<file path="config.mk">
export PLATFORM = sky130hd
export DESIGN_NAME = vid_byte_fmt
export DESIGN_NICKNAME = d
export VERILOG_FILES = /design/src/rtl/vbf_pkg.sv /design/src/rtl/vbf_byte_sel.sv /design/src/rtl/vbf_ref_ins.sv /design/src/rtl/vid_byte_fmt.sv
export SDC_FILE = /design/constraint.sdc
export NUM_CORES = 1
export LEC_CHECK = 0
export ABC_AREA = 1
export BUFFER_PORTS_ARGS = -buffer_cell sky130_fd_sc_hd__buf_4
export CORE_ASPECT_RATIO = 2
export CORE_MARGIN = 5
export CORE_UTILIZATION = 55
export CTS_BUF_LIST = sky130_fd_sc_hd__clkbuf_8 sky130_fd_sc_hd__clkbuf_16
export CTS_CLUSTER_SIZE = 20
export DETAILED_ROUTE_END_ITERATION = 6
export GPL_TIMING_DRIVEN = 0
export PLACE_DENSITY = 0.81
export SYNTH_ARGS = -nofsm -noshare
export SYNTH_HDL_FRONTEND = slang
export SYNTH_SLANG_ARGS = --single-unit
export TNS_END_PERCENT = 1
</file>
<file path="constraint.sdc">
create_clock -name clk -period 1.85 [get_ports clk]
set_input_delay 0.37 -clock clk [delete_from_list [all_inputs] [get_ports clk]]
set_output_delay 0.37 -clock clk [all_outputs]
set_load 0.01 [all_outputs]
</file>
<file path="src/rtl/vbf_pkg.sv">
`timescale 1ns/1ps
package vbf_pkg;
   localparam int BYTE_W = 8;
   localparam int WORD_W = 4 * BYTE_W;

   typedef enum logic [1:0] {
      FMT_YCC = 2'd0,
      FMT_RGB = 2'd1,
      FMT_RAW = 2'd2,
      FMT_EMB = 2'd3
   } fmt_e;

   typedef struct packed {
      fmt_e mode;
      logic sw_chroma;
      logic sw_order;
   } cfg_t;

   // status byte of a timing reference with its protection bits
   function automatic logic [BYTE_W-1:0] ref_status(input logic f, input logic v, input logic h);
      return {1'b1, f, v, h, v ^ h, f ^ h, f ^ v, f ^ v ^ h};
   endfunction
endpackage

</file>
<file path="src/rtl/vbf_byte_sel.sv">
`timescale 1ns/1ps
module vbf_byte_sel
   import vbf_pkg::*;
#(
   parameter int RAW_W = 10
) (
   input  cfg_t              cfg,
   input  logic [1:0]        idx,
   input  logic [WORD_W-1:0] pix,
   output logic [BYTE_W-1:0] byte_o
);
   localparam int LO_W = RAW_W - BYTE_W;

   logic [BYTE_W-1:0] c_b, c_r, l_0, l_1;
   logic [BYTE_W-1:0] red, grn, blu;
   logic [4:0]        f_hi, f_lo;
   logic [RAW_W-1:0]  raw;
   logic              luma_slot, rgb_second;

   assign c_b = pix[4*BYTE_W-1:3*BYTE_W];
   assign l_0 = pix[3*BYTE_W-1:2*BYTE_W];
   assign c_r = pix[2*BYTE_W-1:BYTE_W];
   assign l_1 = pix[BYTE_W-1:0];
   assign red = pix[3*BYTE_W-1:2*BYTE_W];
   assign grn = pix[2*BYTE_W-1:BYTE_W];
   assign blu = pix[BYTE_W-1:0];
   assign raw = pix[RAW_W-1:0];

   always_comb begin
      luma_slot  = idx[0] ^ cfg.sw_order;
      rgb_second = idx[0] ^ cfg.sw_order;
      f_hi       = cfg.sw_chroma ? blu[7:3] : red[7:3];
      f_lo       = cfg.sw_chroma ? red[7:3] : blu[7:3];
      unique case (cfg.mode)
         FMT_RGB: byte_o = rgb_second ? {grn[4:2], f_lo} : {f_hi, grn[7:5]};
         FMT_RAW: byte_o = idx[0] ? BYTE_W'(raw[LO_W-1:0]) : raw[RAW_W-1:LO_W];
         default: begin
            if (luma_slot) byte_o = idx[1] ? l_1 : l_0;
            else           byte_o = (idx[1] ^ cfg.sw_chroma) ? c_r : c_b;
         end
      endcase
   end
endmodule

</file>
<file path="src/rtl/vbf_ref_ins.sv">
`timescale 1ns/1ps
module vbf_ref_ins
   import vbf_pkg::*;
#(
   parameter logic [BYTE_W-1:0] FILL_C = 8'h80,
   parameter logic [BYTE_W-1:0] FILL_Y = 8'h10,
   parameter int                LEAD   = 4
) (
   input  logic              clk,
   input  logic              rst_n,
   input  logic              s_lv,
   input  logic              s_fv,
   input  logic [BYTE_W-1:0] s_byte,
   output logic [BYTE_W-1:0] o_byte
);
   localparam int LV_D = 2 * LEAD;
   localparam int FV_D = 2 * LEAD - 1;

   logic [LV_D:1]      lv_sr;
   logic [FV_D:1]      fv_sr;
   logic [LV_D:0]      lv_v;
   logic [FV_D:0]      fv_v;
   logic [BYTE_W-1:0]  dat_sr [1:LEAD];
   logic               tog, code_hit, code_eav, vb, fill_sel, code_last;
   logic [1:0]         code_k;
   logic [BYTE_W-1:0]  nxt;

   assign lv_v = {lv_sr, s_lv};
   assign fv_v = {fv_sr, s_fv};

   always_comb begin
      code_hit = 1'b0;
      code_eav = 1'b0;
      code_k   = 2'd0;
      for (int k = 0; k < LEAD; k++) begin
         if (lv_v[k] && !lv_v[k+1]) begin
            code_hit = 1'b1; code_eav = 1'b0; code_k = 2'(k);
         end
         if (!lv_v[k+LEAD] && lv_v[k+LEAD+1]) begin
            code_hit = 1'b1; code_eav = 1'b1; code_k = 2'(k);
         end
      end
      vb        = code_eav ? !fv_v[FV_D] : !fv_v[LEAD-1];
      code_last = code_hit && (code_k == 2'(LEAD-1));
      fill_sel  = 1'b0;
      if (code_hit) begin
         unique case (code_k)
            2'd0:    nxt = 8'hFF;
            2'd3:    nxt = ref_status(1'b0, vb, code_eav);
            default: nxt = 8'h00;
         endcase
      end else if (lv_v[LEAD] && fv_v[LEAD]) begin
         nxt = dat_sr[LEAD];
      end else begin
         fill_sel = 1'b1;
         nxt      = tog ? FILL_Y : FILL_C;
      end
   end

   always_ff @(posedge clk or negedge rst_n) begin
      if (!rst_n) begin
         lv_sr  <= '0;
         fv_sr  <= '0;
         tog    <= 1'b0;
         o_byte <= '0;
         for (int i = 1; i <= LEAD; i++) dat_sr[i] <= '0;
      end else begin
         lv_sr     <= lv_v[LV_D-1:0];
         fv_sr     <= fv_v[FV_D-1:0];
         dat_sr[1] <= s_byte;
         for (int i = 2; i <= LEAD; i++) dat_sr[i] <= dat_sr[i-1];
         o_byte    <= nxt;
         if (code_last)     tog <= 1'b0;
         else if (fill_sel) tog <= ~tog;
      end
   end
endmodule

</file>
<file path="src/rtl/vid_byte_fmt.sv">
`timescale 1ns/1ps
module vid_byte_fmt
   import vbf_pkg::*;
#(
   parameter int                RAW_W     = 10,
   parameter bit                HAS_EMB   = 1'b1,
   parameter logic [BYTE_W-1:0] FILL_C    = 8'h80,
   parameter logic [BYTE_W-1:0] FILL_Y    = 8'h10
) (
   input  logic              clk,
   input  logic              rst_n,
   input  logic              in_fv,
   input  logic              in_lv,
   input  logic [31:0]       in_pix,
   input  logic [1:0]        cfg_mode,
   input  logic              cfg_swap_chroma,
   input  logic              cfg_swap_order,
   output logic              out_fv,
   output logic              out_lv,
   output logic [7:0]        out_byte
);
   if (RAW_W < BYTE_W + 1 || RAW_W > 2 * BYTE_W) begin : g_bad_raw
      $error("vid_byte_fmt: RAW_W must lie in 9..16");
   end
   if (FILL_C == 8'hFF || FILL_Y == 8'hFF) begin : g_bad_fill
      $error("vid_byte_fmt: fill values may not mimic a reference preamble");
   end

   cfg_t              cfg_q;
   logic              fv_q, p_lv, p_fv, emb_sel;
   logic [1:0]        idx;
   logic [BYTE_W-1:0] fmt_byte, p_byte, t_byte;

   always_ff @(posedge clk or negedge rst_n) begin
      if (!rst_n) begin
         cfg_q  <= '{mode: FMT_YCC, sw_chroma: 1'b0, sw_order: 1'b0};
         fv_q   <= 1'b0;
         idx    <= '0;
         p_lv   <= 1'b0;
         p_fv   <= 1'b0;
         p_byte <= '0;
      end else begin
         fv_q <= in_fv;
         if (in_fv && !fv_q)
            cfg_q <= '{mode: fmt_e'(cfg_mode), sw_chroma: cfg_swap_chroma, sw_order: cfg_swap_order};
         idx    <= in_lv ? idx + 2'd1 : 2'd0;
         p_lv   <= in_lv;
         p_fv   <= in_fv;
         p_byte <= in_lv ? fmt_byte : '0;
      end
   end

   vbf_byte_sel #(.RAW_W(RAW_W)) u_sel (
      .cfg    (cfg_q),
      .idx    (idx),
      .pix    (in_pix),
      .byte_o (fmt_byte)
   );

   if (HAS_EMB) begin : g_emb
      vbf_ref_ins #(.FILL_C(FILL_C), .FILL_Y(FILL_Y), .LEAD(4)) u_ins (
         .clk    (clk),
         .rst_n  (rst_n),
         .s_lv   (in_lv),
         .s_fv   (in_fv),
         .s_byte (fmt_byte),
         .o_byte (t_byte)
      );
      assign emb_sel = (cfg_q.mode == FMT_EMB);
   end else begin : g_no_emb
      assign t_byte  = '0;
      assign emb_sel = 1'b0;
   end

   assign out_lv   = emb_sel ? 1'b0 : p_lv;
   assign out_fv   = emb_sel ? 1'b0 : p_fv;
   assign out_byte = emb_sel ? t_byte : p_byte;
endmodule

</file>
# Yosys cells after proc, flatten, opt, wreduce, memory -nomap -nowiden
# Index checks and enable logic that the tools add are counted.
# classes
reduce_logical	23
addsub	1
eq_ne	4
mux	43
bitwise	4
# op_table
cell	n
two-way mux 8 bit	10
one-hot mux 8 bit (2 select lines)	2
two-way mux 1 bit	24
logical AND 1 bit	11
zero test 1 bit	10
two-way mux 2 bit	5
two-way mux 5 bit	2
== test 2 bit, second input constant	3
XOR 1 bit	3
adder 2 x 1 -> 2 bit, second input constant	1
== test 2 x 1 -> 1 bit, second input constant	1
zero test 2 bit	1
nonzero test 2 bit	1
NOT 1 bit	1
# word_totals
input_bits	40
output_inout_bits	10
ff_bits	72
elab_cells	90

# Logic depth before layout (Yosys ltp)
# Gate-level depths: netlist of run 1.
# logic_depth
ltp_word	13
ltp_mapped	11
ltp_nobuf	11

# By module
# From an unflattened synthesis of run 1, not the netlist that was laid out.
# unflattened
cells_unflattened	410
hier_area_um2	3424.5
# by_module_without_submodules
mod	cells_each	area_per_inst_um2	instances
vbf_ref_ins	114	1727.9	1
vbf_byte_sel	212	983.4	1
vid_byte_fmt	84	713.2	1

# Worst setup path before layout of run 1
# No wires, ideal clock.
# synth_path
kind	flip-flop to output port
from	register cfg_q[2] in the netlist's numbering
to	output out_byte[0]
stages_incl_launch_ff	4
required_time_ns	1.480
t_arrival_ns	1.201
path_slack_ns	0.279
cell_sequence	dfrtp_1 -> ha_1 -> clkbuf_1 -> mux2_2
# synth_between
elab_chain_cells	2
# synth_rtl
item	line	text
start, declared	vid_byte_fmt.sv:29	cfg_t cfg_q;
start signal, assigned	vid_byte_fmt.sv:36	cfg_q <= '{mode: FMT_YCC, sw_chroma: 1'b0, sw_order: 1'b0};
start signal, assigned	vid_byte_fmt.sv:45	cfg_q <= '{mode: fmt_e'(cfg_mode), sw_chroma: cfg_swap_chroma, sw_order: cfg_swap_order};
== test 2 bit	vid_byte_fmt.sv:69	assign emb_sel = (cfg_q.mode == FMT_EMB);
two-way mux 8 bit	vid_byte_fmt.sv:77	assign out_byte = emb_sel ? t_byte : p_byte;
end, declared	vid_byte_fmt.sv:20	output logic [7:0] out_byte
# Every way passes these cells.

# Worst setup path in the final report of run 1
# layout_path
from	register cfg_q[3] in the netlist's numbering
to	output out_byte[5]
# The elaborated chain is that of the path after synthesis.

==> results of run 1 <==
critical path, stage by stage, from the launching register on:
cell and delay (ns):
dfrtp_1 0.42, ha_4 0.19, buf_12 0.13, mux2_4 0.30
buf_6 0.12
path summary, 6_finish.rpt:
path                                    endpoint  slack (ns)  cells past startpoint
setup / recovery                     out_byte[5]       -0.02                      4
hold / removal              g_emb.u_ins.fv_sr[4]        0.11                      1
setup reg to reg                       p_byte[4]        0.17                     10
hold reg to reg            g_emb.u_ins.dat_sr[9]        0.35                      0
max in group asynchronous  g_emb.u_ins.o_byte[4]        1.17                      1
min in group clk            g_emb.u_ins.fv_sr[1]        0.14                      1
per-stage QoR:
step / instance area, sq um / instances / TNS [ns] / power (mW) / util, %
floorplan: 3030 / 316 / 0 / 2.47 / -
finish: 3800 / 446 / -0.0912 / 4.12 / 70.7
CTS: 3770 / 445 / -0.158 / 4.10 / 70.1
global route: 3800 / 446 / -0.551 / 4.32 / 70.7
global placement: 3470 / 425 / -0.507 / 2.77 / 64.6
detailed placement: 3470 / 425 / -0.549 / 2.81 / 64.6
kinds of logic (layout without fill, tap and decap cells):
group,Yosys count,in the layout,synth area share (%)
compound gates,60,60,11.6
fa+ha+maj,3,3,1.24
buf+inv,46,116,7.44
flops,70,70,57.9
mux,8,8,2.98
simple gates,129,129,18.9
registers in the layout, summed over array words and instances, names as in the netlist:
name	flops
g_emb.u_ins.dat_sr	32
p_byte	8
g_emb.u_ins.o_byte	8
g_emb.u_ins.lv_sr	8
idx	2
cfg_q	4
g_emb.u_ins.tog	1
g_emb.u_ins.fv_sr	7
layout make-up:
cell class	count	area (sq um)	share of cell area [%]
Sequential cell	70	1750	46.1
Multi-Input combinational cell	200	1090	28.7
Timing Repair Buffer	55	459	12.1
Clock buffer	11	151	3.98
Inverter	37	151	3.98
Tap cell	60	75.1	1.97
Buffer	8	70.1	1.84
Clock inverter	5	50.0	1.32
power by group through the flow:
stage,Sequential [mW],Combinational [mW],Clock [mW]
2_1_floorplan,1.94,0.525,0
3_3_place_gp,1.97,0.804,0
3_5_place_dp,1.99,0.818,0
4_1_cts,1.97,0.905,1.23
5_1_grt,2.00,1.03,1.29
6_report,1.97,0.938,1.21
per-layer routing:
layer | vias up | track usage, %
li1 | 1145 | -
met1 | 1135 | 19.7
met2 | 101 | 38.2
met3 | 27 | 4.50
met4 | 0 | 16.1
met5 | - | 0
layout by cell type, fill, tap and decap left out, types with 4 or more instances in the layout:
| cell | netlist | layout |
|---|---|---|
| clkbuf_8 | 1 | 12 |
| o21ai_0 | 21 | 21 |
| nor2_1 | 27 | 25 |
| dfrtp_1 | 70 | 70 |
| a21oi_1 | 16 | 15 |
| inv_1 | 31 | 32 |
| nand3_1 | 26 | 26 |
| o21ai_1 | 13 | 13 |
| inv_2 | 3 | 4 |
| buf_4 | 1 | 46 |
| mux2_4 | 0 | 6 |
| buf_6 | 3 | 12 |
| nand2_1 | 63 | 63 |
repair_timing:
item | in CTS | in global routing
endpoints found under the setup margin | 10 | 11
setup buffers | 5 | 1
pin swaps | 1 | 1
gates cloned | 0 | 0
gates resized for setup | 14 | 9
==> results by group, run 1 <==
Outcome
  • Status: complete, but fails checks
  • Failing checks: setup timing

Timing
  • Setup ws final: -0.0233 ns
  • Layout Skew: 0.00642 ns
  • Max-slew violations: 0
  • Slew headroom: between 40 and 50%
  • Hold Fails Final Rpt: 0
  • Final setup viols: 8
  • Fmax: 534 MHz
  • RSZ-0062 raised after global routing: yes
  • Least-Margin Pin Slew: 0.835 ns
  • Hold Slack: approximately 0.11 ns
  • Final worst path period share: 101%
  • Min Tclk post-route: 1.87 ns

GRT
  • GRT Total Usage: between 20% and 30%
  • Vias in the first global route: 2559
  • Global-route wire length before repair: 11400 um
  • Antenna violations before repair: 0
  • Overflow after GRT: 0
  • Largest net degree at the start of global routing: 71

Final layout
  • Share of cells above drive strength 1: around 28%
  • Synth-to-Final Area Change: 25.6%
  • Fill cells: around 400
  • Final nets: 424
  • # diodes: 0

Pwr
  • Power Density: 1080 nW/um^2
  • Share of power burned in combinational logic: 22.8%
  • Total internal power: 2.96 mW
  • Clk pwr share: between 20 and 30%
  • LEAKAGE: around 2 nW
  • Maximum vdd drop: 0.000870 V
  • Net Switching: 1.16 mW
  • Sw frac: 28.1%
  • Seq pwr share: 47.8%

Detailed routing
  • Top Layer Used: met4
  • Via count: 2408
  • DR pass1 iterations: 4
  • Met3 WL post-DR: 374 um
  • Antenna-violating nets left: 0
  • DR iter-0 viols: 94
  • WL met1: 2310 um
  • Vias per std cell: 5.40
  • Total Routed Length: 6960 um
  • Metal2 WL: 3890 um
  • DR DRC count: 0
  • Drt wl/cell: 15.6 um

Floorplanning
  • Die height: 115 um
  • Area of the core: between 5000 and 6000 sq um
  • Die Wd: roughly 62 um
  • Initial Util: between 50% and 60%
  • Num ports: 50
  • Row Count: 38
  • Die ar.: 7170 sq um

Synth
  • Syn Area/Cell: 9.57 sq um
  • Synth area leader: dfrtp_1
  • Yosys top cell area share: 57.9%
  • Mapped Area: between 3000 and 4000 sq um
  • Async set-or-reset flop fraction in the synthesized netlist: 100%
  • Synth Flop Type: dfrtp_1
  • Number of enable flip-flop cells after synthesis: 0
  • Syn_nets: 359
  • Register area share after synthesis: 57.9%
  • Main area contributors after synthesis: dfrtp_1 58%, nand2_1 7.8%, nand3_1 4.3%
  • Top-count cell post-synth: dfrtp_1
  • Post-synth top cells: 70 x dfrtp_1, 63 x nand2_1, 31 x inv_1, 27 x nor2_1, 26 x nand3_1
  • Synth Register Bits: 70
  • Post-Syn Instances: around 320
  • Synth warn: 0
  • Synth unique cells: 33

Clock tree
  • Cts hold-fix bufs: 0
  • CTS tree: done
  • Clock tree buffer depth: 2
  • CTS Buf Count: 9
  • Insertion delay to the later sink of the worst-skew pair: ~0.34 ns
  • H-tree depth: 3
  • Clk sinks: 70
  • Root Buffer: clkbuf_8
  • CTS clk-pin slew, worst paths: 0.07 ns

Setup path
  • Setup crit start: cfg_q[3]
  • Reg2reg start: cfg_q[3]
  • Crit Path Max Fanout: 5
  • WS Path Type: flop to primary output
  • Critical path required time: 1.48 ns
  • Startpoint Class: flop
  • CP Data Arrival Time: roughly 1.5 ns
  • CP endpoint kind: primary output

Flow run
  • Number of max-cap violations: 0

Place
  • DP Worst Slack: -0.0872 ns
  • Port bufs: between 40 and 50
  • Detail Placement HPWL: 5100 um
  • RePlAce Congestion: 0.915

Min path
  • Hold Crit Class: input pin to asynchronous set/reset pin
Note: power is estimated with default switching activity, not from simulation.
==> inputs of run 2 (changes only) <==
Settings changed: CORE_UTILIZATION 55 to 35, PLACE_DENSITY 0.81 to 0.57, RECOVER_POWER from default to 100.
==> run 2 against run 1 <==
Net effect: the run ends with capacitance limit, slew limit, setup timing left; critical path depth did not move; total power increased by 5.1%; maximum frequency increased by 0.96%; cell count rose by 8.3%; global-route usage shrank 6.1 points; worst setup slack improved by 0.018 ns; routed wire length up 2.2%; largest power group unchanged.
==> results by group, run 2 (synthesized netlist as in run 1, its figures left out) <==
Final layout
  • Synth-to-Final Area Change: 27.2%
  • Top reg by flops: g_emb.u_ins.dat_sr
  • Leading cell type in the layout, fill and taps excluded: dfrtp_1
  • Final nets: 423
  • Commonest cells after routing, fill and taps aside: 70 x dfrtp_1, 63 x nand2_1, 45 x buf_4
  • Final std cells w/o fill: 483
  • Max FFs per register: 32
  • Post-route design area: 3850 sq um
  • Share of cells above drive strength 1: 26.6%
  • # diodes: 0
  • Final Util: 45.1%

Timing
  • Final setup viols: 2
  • Least-Margin Pin Slew: about 1.6 ns
  • Layout Skew: 0.00511 ns
  • Slew headroom: -9.28%
  • Final worst path period share: 100%
  • Setup TNS: -0.0103 ns
  • Min Tclk post-route: 1.86 ns
  • Max-slew violations: 71
  • Fmax: 539 MHz
  • Setup ws final: -0.00542 ns
  • Hold Fails Final Rpt: 0
  • Hold Slack: 0.184 ns
  • RSZ-0062 raised after global routing: yes

Clock tree
  • Clk sinks: 70
  • CTS tree: done
  • H-tree depth: 3
  • Clock tree buffer depth: 2
  • CTS Buf Count: 9
  • Insertion delay to the later sink of the worst-skew pair: between 0.3 and 0.4 ns
  • Root Buffer: clkbuf_16
  • CTS clk-pin slew, worst paths: approximately 0.050 ns
  • Cts hold-fix bufs: 0

Place
  • DP Worst Slack: -0.141 ns
  • Port bufs: 49
  • Detail Placement HPWL: 5540 um
  • RePlAce Congestion: 0.979
  • Cell Area, Placed: 3520 sq um
  • Cell total after placement: 465

Floorplanning
  • Row Count: 48
  • Die height: 141 um
  • Area of the core: around 8500 sq um
  • Die ar.: 10700 sq um
  • Die Wd: 75.7 um
  • Num ports: 50
  • Initial Util: 35.5%

GRT
  • Global-route wire length before repair: 11600 um
  • GRT Total Usage: 14.8%
  • Antenna violations before repair: 0
  • Largest net degree at the start of global routing: 71
  • Vias in the first global route: 2426
  • Overflow after GRT: 0

Detailed routing
  • Drt wl/cell: 14.7 um
  • DR DRC count: 0
  • Via count: about 2300
  • DR pass1 iterations: 4
  • Antenna-violating nets left: 0
  • Vias per std cell: 4.84
  • Total Routed Length: 7120 um
  • DR iter-0 viols: roughly 110

Min path
  • Worst Hold End: g_emb.u_ins.fv_sr[1]
  • Hold Crit Class: input pin to flop
  • Hold Path Cell Cnt: 1
  • Hold path start: in_fv

Pwr
  • Maximum vdd drop: 0.000486 V
  • Seq pwr share: 45.3%
  • Total internal power: 3.16 mW
  • Clk pwr share: 34.0%
  • Net Switching: 1.16 mW
  • Power Density: between 1000 and 1500 nW/um^2
  • Share of power burned in combinational logic: 20.7%
  • Tot Pwr: 4.33 mW
  • LEAKAGE: 1.95 nW
  • Sw frac: 26.9%

Setup path
  • Crit Path Max Fanout: 5
  • Critical path required time: 1.48 ns
  • Reg2reg path depth: 8
  • R2r setup slk: 0.12 ns
  • CP endpoint kind: primary output
  • Reg2Reg Capture Point: p_byte[4]
  • Startpoint Class: flop
  • Reg2reg start: idx[0]
  • WS Path Type: flop to primary output
  • CP Data Arrival Time: approximately 1.5 ns

Outcome
  • Status: complete, but fails checks
  • Failing checks: capacitance limit, slew limit, setup timing

Flow run
  • Number of max-cap violations: 1
[run 2: worst max path at each step]
stage	start	end	slack (ns)
finish	cfg_q[3]	out_byte[6]	-0.005
CTS	cfg_q[3]	out_byte[4]	-0.03
detailed placement	cfg_q[2]	out_byte[4]	-0.14
global route	cfg_q[3]	out_byte[3]	-0.07
global placement	cfg_q[3]	out_byte[6]	-0.15
floorplan	cfg_q[2]	out_byte[0]	0.28
[run 2: area by class of cell]
cell class,count,area [sq um]
fill,859,4680
sequential,70,1750
multi-input combinational,200,1070
timing repair buffer,54,434
clock buffer,10,239
inverter,37,151
tap,100,125
buffer,8,57.6
clock inverter,4,17.5
[run 2: worst max-delay path, cell delays in order, from the launching register on]
cell	delay, ns
dfrtp_1	0.41
ha_4	0.19
buf_12	0.13
mux2_4	0.31
buf_6	0.12
[run 2: power by group through the flow]
stage | logic (mW) | registers [mW] | clock network (mW)
2_1_floorplan | 0.525 | 1.94 | 0
3_3_place_gp | 0.833 | 1.97 | 0
3_5_place_dp | 0.836 | 1.99 | 0
4_1_cts | 0.919 | 1.97 | 1.51
5_1_grt | 0.998 | 1.99 | 1.58
6_report | 0.897 | 1.96 | 1.47
[run 2: routing by layer]
metal	wire [um]	track usage [%]
met2	4090	26.4
met1	2370	13.9
met5	0	0
met4	358	10.6
met3	300	3.33
[run 2: repair_timing]
item / CTS / global route
gates resized for setup: 14 / 2
hold endpoints to repair: 0 / 0
setup endpoints to repair: 10 / 10
buffers inserted: 5 / 0
pin swaps: 1 / 0
